[src/rtl/sec_pkg.sv]
package sec_pkg;

    localparam int unsigned NGROUPS  = 4;
    localparam int unsigned CODE_W   = 3;
    localparam int unsigned NERR     = 5;
    localparam int unsigned ADDR_W   = 3;
    localparam int unsigned DATA_W   = 32;
    localparam logic [7:0]  KEY_VAL  = 8'h3B;

    localparam logic [ADDR_W-1:0] A_WAIT  = 3'd0;
    localparam logic [ADDR_W-1:0] A_CHK   = 3'd1;
    localparam logic [ADDR_W-1:0] A_STAT  = 3'd2;
    localparam logic [ADDR_W-1:0] A_WKEY  = 3'd3;
    localparam logic [ADDR_W-1:0] A_CKEY  = 3'd4;

    // error vector bit positions
    localparam int unsigned E_SB  = 0;
    localparam int unsigned E_DB  = 1;
    localparam int unsigned E_GEN = 2;
    localparam int unsigned E_HS  = 3;
    localparam int unsigned E_RET = 4;

    typedef enum logic [1:0] {
        ECC_OFF      = 2'd0,
        ECC_DB_ONLY  = 2'd1,
        ECC_SB_FLAG  = 2'd2,
        ECC_ALL      = 2'd3
    } ecc_mode_e;

    typedef struct packed {
        ecc_mode_e mode;
        logic      ecc_rst_sel;
        logic      par_rst_sel;
    } chk_cfg_t;

endpackage

[src/rtl/sec_key_lock.sv]
module sec_key_lock
    import sec_pkg::*;
(
    input  logic       clk,
    input  logic       rst_n,
    input  logic       key_wr,
    input  logic [7:0] key_data,
    output logic       unlocked
);

    typedef struct packed {
        logic open;
    } lock_st_t;

    lock_st_t st_d, st_q;

    always_comb begin
        st_d = st_q;
        if (key_wr) begin
            st_d.open = (key_data == KEY_VAL);
        end
    end

    always_ff @(posedge clk or negedge rst_n) begin
        if (!rst_n) st_q <= '0;
        else        st_q <= st_d;
    end

    assign unlocked = st_q.open;

    // a write of any value other than the key leaves the lock engaged
    assert_bad_key_relocks_R7: assert property (@(posedge clk) disable iff (!rst_n)
        (key_wr && key_data != KEY_VAL) |=> !unlocked);

endmodule

[src/rtl/sec_wait_regs.sv]
module sec_wait_regs
    import sec_pkg::*;
#(
    parameter int unsigned GROUPS = NGROUPS,
    parameter int unsigned CW     = CODE_W
) (
    input  logic                 clk,
    input  logic                 rst_n,
    input  logic                 wr_en,
    input  logic                 unlocked,
    input  logic [GROUPS-1:0]    grp_mask,
    input  logic [CW-1:0]        rd_code,
    input  logic [CW-1:0]        wr_code,
    output logic [GROUPS*CW-1:0] rd_wait,
    output logic [GROUPS*CW-1:0] wr_wait
);

    typedef struct packed {
        logic [GROUPS-1:0][CW-1:0] rd;
        logic [GROUPS-1:0][CW-1:0] wr;
    } wait_st_t;

    wait_st_t st_d, st_q;

    always_comb begin
        st_d = st_q;
        for (int g = 0; g < GROUPS; g++) begin
            if (wr_en && unlocked && grp_mask[g]) begin
                st_d.rd[g] = rd_code;
                st_d.wr[g] = wr_code;
            end
        end
    end

    always_ff @(posedge clk or negedge rst_n) begin
        if (!rst_n) st_q <= '0;
        else        st_q <= st_d;
    end

    for (genvar g = 0; g < GROUPS; g++) begin : g_out
        assign rd_wait[g*CW +: CW] = st_q.rd[g];
        assign wr_wait[g*CW +: CW] = st_q.wr[g];
    end

    // nothing changes while the lock is engaged
    assert_locked_hold_R7: assert property (@(posedge clk) disable iff (!rst_n)
        !unlocked |=> ($stable(rd_wait) && $stable(wr_wait)));

endmodule

[src/rtl/sec_err_core.sv]
module sec_err_core
    import sec_pkg::*;
#(
    parameter int unsigned N = NERR
) (
    input  logic         clk,
    input  logic         rst_n,
    input  logic [N-1:0] ev,
    input  chk_cfg_t     cfg,
    input  logic         clr_we,
    input  logic [N-1:0] clr_mask,
    output logic [N-1:0] status,
    output logic         nmi_req,
    output logic         rst_req
);

    typedef struct packed {
        logic [N-1:0] stat;
        logic         rst;
    } err_st_t;

    err_st_t st_d, st_q;

    logic [N-1:0] flag_en, act_en, rst_sel, qual_ev;

    always_comb begin
        flag_en        = '1;
        act_en         = '1;
        flag_en[E_SB]  = (cfg.mode == ECC_SB_FLAG) || (cfg.mode == ECC_ALL);
        flag_en[E_DB]  = (cfg.mode != ECC_OFF);
        act_en[E_SB]   = (cfg.mode == ECC_ALL);
        act_en[E_DB]   = (cfg.mode != ECC_OFF);
        rst_sel        = {N{cfg.par_rst_sel}};
        rst_sel[E_SB]  = cfg.ecc_rst_sel;
        rst_sel[E_DB]  = cfg.ecc_rst_sel;
        qual_ev        = ev & flag_en;
    end

    always_comb begin
        st_d      = st_q;
        st_d.stat = st_q.stat & ~(clr_we ? clr_mask : '0);
        st_d.stat = st_d.stat | qual_ev;
        st_d.rst  = |(qual_ev & act_en & rst_sel);
    end

    always_ff @(posedge clk or negedge rst_n) begin
        if (!rst_n) st_q <= '0;
        else        st_q <= st_d;
    end

    assign status  = st_q.stat;
    assign rst_req = st_q.rst;
    assign nmi_req = |(st_q.stat & act_en & ~rst_sel);

    // a status bit holds unless software clears it
    for (genvar i = 0; i < N; i++) begin : g_sticky
        assert_sticky_R4: assert property (@(posedge clk) disable iff (!rst_n)
            (status[i] && !(clr_we && clr_mask[i])) |=> status[i]);
    end

    // mode 0 never records a double-bit error
    assert_mode_off_R1: assert property (@(posedge clk) disable iff (!rst_n)
        (cfg.mode == ECC_OFF && !status[E_DB]) |=> !status[E_DB]);

    // modes 0 and 1 never record a single-bit error
    assert_sb_ignored_R1: assert property (@(posedge clk) disable iff (!rst_n)
        ((cfg.mode == ECC_OFF || cfg.mode == ECC_DB_ONLY) && !status[E_SB]) |=> !status[E_SB]);

    // an interrupt request needs a pending status bit
    assert_nmi_pending_R5: assert property (@(posedge clk) disable iff (!rst_n)
        nmi_req |-> (|status));

    // a reset pulse always follows an error event
    assert_rst_after_event_R6: assert property (@(posedge clk) disable iff (!rst_n)
        rst_req |-> $past(|ev));

endmodule

[src/rtl/sram_err_ctrl.sv]
module sram_err_ctrl
    import sec_pkg::*;
(
    input  logic                   clk,
    input  logic                   rst_n,
    input  logic                   reg_wr,
    input  logic [ADDR_W-1:0]      reg_addr,
    input  logic [DATA_W-1:0]      reg_wdata,
    output logic [DATA_W-1:0]      reg_rdata,
    input  logic                   ecc_sb_err,
    input  logic                   ecc_db_err,
    input  logic                   par_gen_err,
    input  logic                   par_hs_err,
    input  logic                   par_ret_err,
    output logic                   nmi_req,
    output logic                   rst_req,
    output logic [NGROUPS*CODE_W-1:0] rd_wait,
    output logic [NGROUPS*CODE_W-1:0] wr_wait
);

    localparam int unsigned LANE = 8;

    logic wait_open, chk_open;
    logic wr_wait_reg, wr_chk_reg, wr_stat_reg, wr_wkey, wr_ckey;
    logic [NERR-1:0] ev, status;

    assign wr_wait_reg = reg_wr && (reg_addr == A_WAIT);
    assign wr_chk_reg  = reg_wr && (reg_addr == A_CHK);
    assign wr_stat_reg = reg_wr && (reg_addr == A_STAT);
    assign wr_wkey     = reg_wr && (reg_addr == A_WKEY);
    assign wr_ckey     = reg_wr && (reg_addr == A_CKEY);

    assign ev = {par_ret_err, par_hs_err, par_gen_err, ecc_db_err, ecc_sb_err};

    sec_key_lock u_wait_lock (
        .clk      (clk),
        .rst_n    (rst_n),
        .key_wr   (wr_wkey),
        .key_data (reg_wdata[7:0]),
        .unlocked (wait_open)
    );

    sec_key_lock u_chk_lock (
        .clk      (clk),
        .rst_n    (rst_n),
        .key_wr   (wr_ckey),
        .key_data (reg_wdata[7:0]),
        .unlocked (chk_open)
    );

    sec_wait_regs #(.GROUPS(NGROUPS), .CW(CODE_W)) u_wait (
        .clk      (clk),
        .rst_n    (rst_n),
        .wr_en    (wr_wait_reg),
        .unlocked (wait_open),
        .grp_mask (reg_wdata[NGROUPS-1:0]),
        .rd_code  (reg_wdata[4 +: CODE_W]),
        .wr_code  (reg_wdata[8 +: CODE_W]),
        .rd_wait  (rd_wait),
        .wr_wait  (wr_wait)
    );

    chk_cfg_t chk_d, chk_q;

    always_comb begin
        chk_d = chk_q;
        if (wr_chk_reg && chk_open) begin
            chk_d.mode        = ecc_mode_e'(reg_wdata[1:0]);
            chk_d.ecc_rst_sel = reg_wdata[4];
            chk_d.par_rst_sel = reg_wdata[5];
        end
    end

    always_ff @(posedge clk or negedge rst_n) begin
        if (!rst_n) chk_q <= '{mode: ECC_OFF, ecc_rst_sel: 1'b0, par_rst_sel: 1'b0};
        else        chk_q <= chk_d;
    end

    sec_err_core #(.N(NERR)) u_core (
        .clk      (clk),
        .rst_n    (rst_n),
        .ev       (ev),
        .cfg      (chk_q),
        .clr_we   (wr_stat_reg),
        .clr_mask (reg_wdata[NERR-1:0]),
        .status   (status),
        .nmi_req  (nmi_req),
        .rst_req  (rst_req)
    );

    always_comb begin
        reg_rdata = '0;
        unique case (reg_addr)
            A_WAIT: begin
                for (int g = 0; g < NGROUPS; g++) begin
                    reg_rdata[g*LANE +: CODE_W]     = rd_wait[g*CODE_W +: CODE_W];
                    reg_rdata[g*LANE + 4 +: CODE_W] = wr_wait[g*CODE_W +: CODE_W];
                end
            end
            A_CHK: begin
                reg_rdata[1:0] = chk_q.mode;
                reg_rdata[4]   = chk_q.ecc_rst_sel;
                reg_rdata[5]   = chk_q.par_rst_sel;
            end
            A_STAT: reg_rdata[NERR-1:0] = status;
            A_WKEY: reg_rdata[0] = wait_open;
            A_CKEY: reg_rdata[0] = chk_open;
            default: reg_rdata = '0;
        endcase
    end

    // the check-control setting never moves while its own lock is engaged
    assert_chk_locked_R8: assert property (@(posedge clk) disable iff (!rst_n)
        !chk_open |=> $stable(chk_q));

endmodule

[config.mk]
export PLATFORM = sky130hd
export DESIGN_NAME = sram_err_ctrl
export DESIGN_NICKNAME = d
export VERILOG_FILES = /design/src/rtl/sec_pkg.sv /design/src/rtl/sec_key_lock.sv /design/src/rtl/sec_wait_regs.sv /design/src/rtl/sec_err_core.sv /design/src/rtl/sram_err_ctrl.sv
export SDC_FILE = /design/constraint.sdc
export NUM_CORES = 1
export LEC_CHECK = 0
export BUFFER_PORTS_ARGS = -buffer_cell sky130_fd_sc_hd__buf_2
export CORE_MARGIN = 5
export CORE_UTILIZATION = 42
export DETAILED_ROUTE_END_ITERATION = 10
export HOLD_SLACK_MARGIN = 0.1
export PLACE_DENSITY_LB_ADDON = 0.08
export SLEW_MARGIN = 40
export SYNTH_ARGS = -nofsm -noshare
export SYNTH_HDL_FRONTEND = slang
export SYNTH_SLANG_ARGS = --single-unit
[constraint.sdc]
create_clock -name clk -period 1.6 [get_ports clk]
set_clock_uncertainty 0.05 [all_clocks]
set_input_delay 0.08 -clock clk [delete_from_list [all_inputs] [get_ports clk]]
set_output_delay 0.08 -clock clk [all_outputs]
set_load 0.05 [all_outputs]
---- Yosys cells after proc, flatten, opt, wreduce, memory -nomap -nowiden ----
Index checks and enable logic that the tools add are counted.
operators by class
  add/subtract/negate cells ............... 0
  $mul .................................... 0
  div/mod/pow operators ................... 0
  magnitude comparators ................... 0
  eq/ne operators ......................... 7
  shift-type cells ........................ 0
  multiplexer cells ....................... 14
  bitwise logic cells ..................... 9
  reduce and logical (&&, ||, !) cells .... 16
operators by type and width
  kind                  count
  $and A5 B5 Y5         6
  $mux W3               6
  $logic_and A1 B1 Y1   11
  $not A5 Y5            2
  $reduce_or A5 Y1      2
  $eq A8 B6 Y1 const B  1
  $eq A3 B2 Y1 const B  2
  $pmux W1 S3           2
  $mux W5               1
  $or A5 B5 Y5          1
  $pmux W1 S5           1
  $eq A2 B2 Y1 const B  2
  $pmux W1 S2           2
  $eq A3 B1 Y1 const B  1
  $eq A3 B3 Y1 const B  1
  $logic_not A3 Y1      1
  $mux W1               2
  $reduce_bool A2 Y1    1
  $logic_or A1 B1 Y1    1
storage, ports and cells
  register bits after elaboration ......... 36
  bits in latches ......................... 0
  bits in writable memories ............... 0
  bits in read-only memories .............. 0
  memories kept ........................... 0

---- Longest topological paths before layout ----
Gate-level depths: netlist of run 1.
  word-level depth ........................ 6
  mapped depth ............................ 5

---- Hierarchy ----
A second synthesis of run 1 with hierarchy kept.
second synthesis, totals
  cells, all modules ...................... 159
  area, all modules ....................... 1846.8 um^2
by module, submodules not included
  module         times used  cells an instance  area each (um^2)
  sec_wait_regs  1           52                 890.9
  sram_err_ctrl  1           69                 558.0
  sec_err_core   1           26                 262.8
  sec_key_lock   2           6                  67.6

---- Worst setup path after synthesis of run 1 ----
Ideal clock, no wire load.
  kind .................................... reg-to-output
  from .................................... register u_wait.st_q (netlist bit u_wait.rd_wait[2])
  to ...................................... output port reg_rdata[2]
  data arrival time ....................... 1.809 ns
  setup slack ............................. -0.339 ns
  cell stages (with the launch flop) ...... 3
  path buffers ............................ 0
  cells stage by stage .................... dfrtp_1 mux2i_1 nor3_1
on the way
  longest elaborated chain between the ends .. 1
RTL lines
  element                 RTL line             text
  start, declared         sec_wait_regs.sv:23  wait_st_t st_d, st_q;
  start signal, assigned  sec_wait_regs.sv:37  else st_q <= st_d;
  $pmux W1 S2             sram_err_ctrl.sv:93  unique case (reg_addr)
  end, declared           sram_err_ctrl.sv:9   output logic [DATA_W-1:0] reg_rdata,
No other way between the ends.

---- Final worst setup path of run 1 ----
  from .................................... register chk_q[3] (netlist name)
  to ...................................... output port nmi_req
on the way
  longest elaborated chain between the ends .. 4
  elaborated cells between the ends (all ways) .. 5
  classes of those cells .................. 1 x eq/ne; 2 x bitwise; 2 x reduce/logical
RTL lines
  element                                                    RTL line                                text
  start, declared                                            sram_err_ctrl.sv:63                     chk_cfg_t chk_d, chk_q;
  start signal, assigned                                     sram_err_ctrl.sv:75                     if (!rst_n) chk_q <= '{mode: ECC_OFF, ecc_rst_sel: 1'b0, par_rst_sel: 1'b0};
  start signal, assigned                                     sram_err_ctrl.sv:76                     else chk_q <= chk_d;
  $eq A2 B2 Y1 / $reduce_bool A2 Y1 (equally long branches)  sec_err_core.sv:31, sec_err_core.sv:32
  $and A5 B5 Y5 * (2 in a row)                               sec_err_core.sv:53                      assign nmi_req = |(st_q.stat & act_en & ~rst_sel);
  $reduce_or A5 Y1 *                                         sec_err_core.sv:53
  end, declared                                              sram_err_ctrl.sv:15                     output logic nmi_req,
Every way passes the cells marked *; elsewhere a longest branch is shown, timed or not.

==> flow_summary_export.csv, run 1 <==
group,metric,value,unit
critical_path,cp-start-kind,"register",
timing,hold_violations,0,
drt,drc,0,
synthesis,yosys.area.top_type_share,48.3,%
synthesis,yosys_warnings,0,
run_status,status,"finished clean",
floorplan,placementRows,24,
drt,viasPerCell,5.11,
cells_and_area,area_delta_synth_final,38.3,%
flow_run,maxCapViolCount,0,
synthesis,synth_top_area_cell,"dfrtp_1",
critical_path,critical-path-max-stage-delay,450,ps
synthesis,synth_cells,154,
floorplan,dieArea,5870,um^2
timing,post-route-min-period,1490,ps
floorplan,core,4320,um^2
critical_path,critPathKind,"register to primary output",
floorplan,start_util,43.1,%
timing,slew_violations,0,
critical_path,critPathRequiredTime,1470,ps
cts,cts_buffers,5,
cts,clock-sinks,36,
synthesis,syn_area_per_cell,12.1,um^2
critical_path,critPathCaptureType,"primary output",
cts,cts_tree,"built",
drt,drt_iter0_drc,103,
synthesis,synthTopCellsByArea,"dfrtp_1, mux2_2, and2_1",
cells_and_area,layout_common_cells,"buf_2, dfrtp_1, mux2_2, and2_1, dlygate4sd3_1",
power_and_ir_drop,peakVddDrop,0.484,mV
cts,clock_path_buffers,2,
cells_and_area,fin_nets,291,
timing,rsz0062_at_grt,"false",
critical_path,arrival,1360,ps
critical_path,worstPathCellList,"o21a_1 > a31oi_1 > o22ai_1 > buf_4",
hold_path,hp-class,"input port to register",
grt,grt_pass1_wl,7590,um
drt,drt.antenna.violating_nets,0,
synthesis,synth_cell_types,34,
timing,period_share,92.9,%
synthesis,yosysSeqAreaShare,48.3,%
placed_design,port_buffers,72,
placed_design,routabilityCongestion,0.825,
drt,drtPass1Iterations,4,
grt,grt_max_degree,37,
cts,cts_setup_buffers,0,
power_and_ir_drop,report.power.total,1840,uW
floorplan,die_x,76.6,um
critical_path,crit_slowest_cell,"dfrtp_2",
floorplan,die_h,76.6,um
cts,cts_max_level,2,
cts,worstSkewPairLatency,280,ps
synthesis,syn-cell-area,1860,um^2
cts,cts_root_buffer,"clkbuf_8",
grt,antenna_found_initial,0,
drt,wl_per_cell,15.7,um
synthesis,ys_ff_latch,36,
cells_and_area,diodes,0,
power_and_ir_drop,p_per_area,713,nW/um^2
placed_design,dp_hpwl,3570,um
grt,grt_pass1_vias,1566,
drt,vias,1532,
timing,setup_violations,0,
critical_path,worstPathMaxFanout,7,
cts,clk_pin_slew_worst_paths,70,ps
power_and_ir_drop,p_leak,0.00144,uW
timing,fmax,673,MHz
cells_and_area,drive_gt1_share,51.6,%
grt,grt_overflow,0,
timing,final.setup.tns,0,ps
floorplan,num_io_pins,101,
cells_and_area,layout_commonest_cell,"buf_2",
grt,gr-usage-all-layers,16.1,%
drt,finalWirelength,4710,um
==> cells in the mapped netlist <==
| cell type | instances |
|---|---|
| nor4_1 | 1 |
| buf_2 | 3 |
| and4bb_4 | 1 |
| nor3_1 | 4 |
| nand3b_1 | 1 |
| nand3_1 | 2 |
| and2_1 | 19 |
| nand3b_4 | 3 |
| mux2_2 | 29 |
| clkbuf_1 | 1 |
| nand2_1 | 10 |
| o21a_1 | 4 |
| and4bb_2 | 1 |
| nor3_4 | 1 |
| mux2i_1 | 5 |
| buf_4 | 9 |
| and3_1 | 2 |
| a31oi_1 | 1 |
| nor2b_1 | 2 |
| or2_2 | 1 |
| nor2_1 | 2 |
| mux2_1 | 1 |
| conb_1 | 1 |
| o21ai_0 | 1 |
| a22o_1 | 1 |
| a21oi_1 | 1 |
| o31ai_1 | 1 |
| a21o_1 | 4 |
| and4b_1 | 1 |
| a2bb2oi_1 | 1 |
| o22ai_1 | 2 |
| nand4b_1 | 1 |
| and4_1 | 1 |
| dfrtp_1 | 36 |
==> power by group <==
part / internal [uW] / switching, uW / leakage, uW
clock network: 383 / 292 / 0.0000503
registers: 920 / 8.56 / 0.000484
logic: 83.9 / 150 / 0.000905
==> logic make-up (layout without fill, tap and decap cells) <==
group | Yosys count | count (layout) | synth area share [%]
flops | 36 | 36 | 48.3
mux | 35 | 35 | 20.8
simple gates | 53 | 53 | 19.9
other cells | 1 | 7 | 0.201
compound gates | 16 | 16 | 6.11
buf+inv | 13 | 101 | 4.63
==> worst max-delay path, delay by kind of cell (launching register included) <==
family	cells	cell delay [ps]
AOI/OAI and AO/OA	3	430
buffers and inverters	1	200
DFF	1	450
==> repair_timing <==
item	4_1_cts	5_1_grt
setup endpoints to repair	0	3
hold endpoints to repair	70	0
hold buffers	17	0
resized for setup	0	8
==> metrics by stage <==
step           cells  instance area [um^2]  setup slack (ps)  utilization [%]  hold slack [ps]
6_report         300                  2580               114             59.6              177
4_1_cts          300                  2560              14.1             59.3              165
2_1_floorplan    160                  1920              68.1                -             -266
5_1_grt          300                  2580              17.9             59.6              183
3_3_place_gp     276                  2300               231             53.2             93.6
3_5_place_dp     276                  2300               193             53.2             97.8
==> layout make-up <==
class	instances	area, um^2
Sequential cell	36	903
Timing Repair Buffer	94	579
Fill cell	388	1750
Clock buffer	7	96.3
Tap cell	52	65.1
Multi-Input combinational cell	111	935
==> final timing paths <==
kind                                      start                   end  slack [ps]  cells after the start
setup / recovery                       chk_q[3]               nmi_req         110                      4
hold / removal                      reg_addr[2]  u_wait_lock.unlocked         180                      4
setup reg to reg           u_wait_lock.unlocked     u_wait.wr_wait[6]         240                      3
hold reg to reg               u_wait.rd_wait[8]     u_wait.rd_wait[8]         470                      1
max in group asynchronous                 rst_n              chk_q[2]         840                      3
min in group asynchronous                 rst_n              chk_q[3]         320                      3
==> routing by layer <==
layer	part of all wire, %	track usage [%]	vias to the layer above
li1	-	-	717
met3	5.9	4.96	10
met2	49	26.3	58
met4	1.8	7.34	0
met1	43	19.4	747
met5	0	0	-
No activity file was read; power rests on OpenSTA's default activity.
==> inputs of run 2 (changes only) <==
==> constraint.sdc (replaced) <==
create_clock -name clk -period 1.6 [get_ports clk]
set_clock_uncertainty 0.05 [all_clocks]
set_input_delay 0.24 -clock clk [delete_from_list [all_inputs] [get_ports clk]]
set_output_delay 0.24 -clock clk [all_outputs]
set_load 0.05 [all_outputs]
==> flow_summary_export.csv, run 2 (synthesized netlist as in run 1, its figures left out) <==
group,metric,value,unit
run_status,status,"complete, but fails checks",
run_status,violations,"setup timing",
critical_path,critPathCaptureType,"primary output",
critical_path,critPathKind,"register to primary output",
cts,worstSkewPairLatency,280,ps
placed_design,routabilityCongestion,0.821,
placed_design,dp_slack,-15.8,ps
power_and_ir_drop,pwr-share-seq,52.0,%
timing,setup_violations,1,
critical_path,critical-path-max-stage-delay,420,ps
placed_design,port_buffers,72,
critical_path,cpLargestDelayFamily,"flip-flops",
cts,cts_max_level,2,
floorplan,core,4320,um^2
power_and_ir_drop,swShare,27.4,%
timing,rsz0062_at_grt,"true",
floorplan,num_io_pins,101,
critical_path,worstPathMaxFanout,4,
timing,post-route-min-period,1600,ps
drt,wl_per_cell,16.9,um
timing,slew_violations,0,
floorplan,die_h,76.6,um
cts,cts_buffers,5,
grt,grt_max_degree,21,
grt,grt_overflow,0,
drt,drt.antenna.violating_nets,0,
power_and_ir_drop,p_switching,489,uW
timing,hold_violations,0,
power_and_ir_drop,p_int,1300,uW
timing,fin_ws,-3.42,ps
power_and_ir_drop,peakVddDrop,0.506,mV
floorplan,start_util,43.1,%
drt,drc,0,
cells_and_area,area_delta_synth_final,38.5,%
cts,cts_tree,"built",
floorplan,placementRows,24,
cells_and_area,drive_gt1_share,62.0,%
power_and_ir_drop,power_frac_comb,12.8,%
critical_path,path_buf_inv,1,
placed_design,dp_hpwl,3820,um
grt,use_met2,31.2,%
flow_run,maxCapViolCount,0,
grt,grtUsageMet1,21.0,%
cells_and_area,final_util,59.7,%
critical_path,crit_slowest_cell,"dfrtp_1",
cts,clock-sinks,36,
drt,finalWirelength,5030,um
cells_and_area,fin_nets,287,
critical_path,critPathRequiredTime,1310,ps
floorplan,dieArea,5870,um^2
cells_and_area,final_area,2580,um^2
power_and_ir_drop,clkPwrFrac,35.2,%
timing,hold_ws,116,ps
grt,antenna_found_initial,0,
cells_and_area,diodes,0,
power_and_ir_drop,p_leak,0.00146,uW
hold_path,hp-class,"input port to register",
grt,gr-usage-all-layers,17.7,%
power_and_ir_drop,p_per_area,692,nW/um^2
cts,cts_root_buffer,"clkbuf_8",
timing,period_share,100,%
placed_design,postPlaceCellArea,2370,um^2
drt,drt_iter0_drc,73,
cells_and_area,layout_common_cells,"buf_2, dfrtp_1, mux2_2, buf_4",
floorplan,die_x,76.6,um
critical_path,cp-start-kind,"register",
drt,drtPass1Iterations,4,
drt,viasPerCell,5.11,
timing,fmax,624,MHz
grt,grt_pass1_wl,8280,um
grt,gr-usage-met3,4.73,%
cts,clock_path_buffers,2,
critical_path,arrival,1310,ps
cts,clk_pin_slew_worst_paths,70,ps
grt,grt_busiest_layer,"met2",
grt,grt_pass1_vias,1650,
critical_path,worstPathCellList,"mux2i_1 > o21a_1 > o22ai_4 > buf_6",
cells_and_area,layout_commonest_cell,"buf_2",
drt,vias,1518,
==> run 2: cell types whose count changed in the layout (fill, tap and decap cells not counted), sizes merged <==
cell,change
clkbuf,-1
buf,+9
clkinv,+3
dlygate4sd3,-14
==> run 2: what timing repair did <==
| item | 4_1_cts | 5_1_grt |
|---|---|---|
| resized for setup | 9 | 5 |
| setup buffers | 5 | 1 |
| pin swaps | 3 | 1 |
| endpoints found under the setup margin | 4 | 5 |
| hold endpoints to repair | 20 | 0 |
| hold buffers | 3 | 0 |
==> run 2: per-layer routing <==
metal  vias up  wire length [um]
li1        715                 -
met1       743              2090
met2        54              2530
met3         6               352
met4         0                57
met5         -                 0
==> run 2: layout make-up <==
cell class	count	area [um^2]
well taps	52	65.1
flip-flops and latches	36	903
fillers	373	1740
repair buffers	90	546
clock inverters	3	18.8
multi-input cells	111	981
clock buffers	5	68.8
==> run 2: final timing paths <==
kind | from | end | slack (ps) | depth (start not counted)
min | par_hs_err | u_core.status[3] | 120 | 2
max | chk_q[2] | reg_rdata[0] | -3 | 4
max in group asynchronous | rst_n | u_wait.wr_wait[10] | 600 | 3
min reg2reg | u_core.status[2] | u_core.status[2] | 470 | 1
max reg2reg | u_wait_lock.unlocked | u_wait.wr_wait[6] | 240 | 3
min in group asynchronous | rst_n | u_wait.rd_wait[1] | 390 | 2
==> run 2: power groups by stage <==
stage / clock network (uW) / registers [uW] / logic, uW
final: 630 / 929 / 228
after global routing: 685 / 930 / 247
after CTS: 651 / 928 / 229
after detailed placement: 0 / 946 / 218
after global placement: 0 / 946 / 212
after floorplan: 0 / 953 / 126
==> run 2: per-stage QoR <==
stage / setup TNS, ps / cells / power (uW)
after global routing: -169 / 297 / 1860
after CTS: -38.3 / 296 / 1810
after global placement: 0 / 280 / 1160
after detailed placement: -15.8 / 280 / 1160
final: -3.42 / 297 / 1790
after floorplan: -184 / 160 / 1080
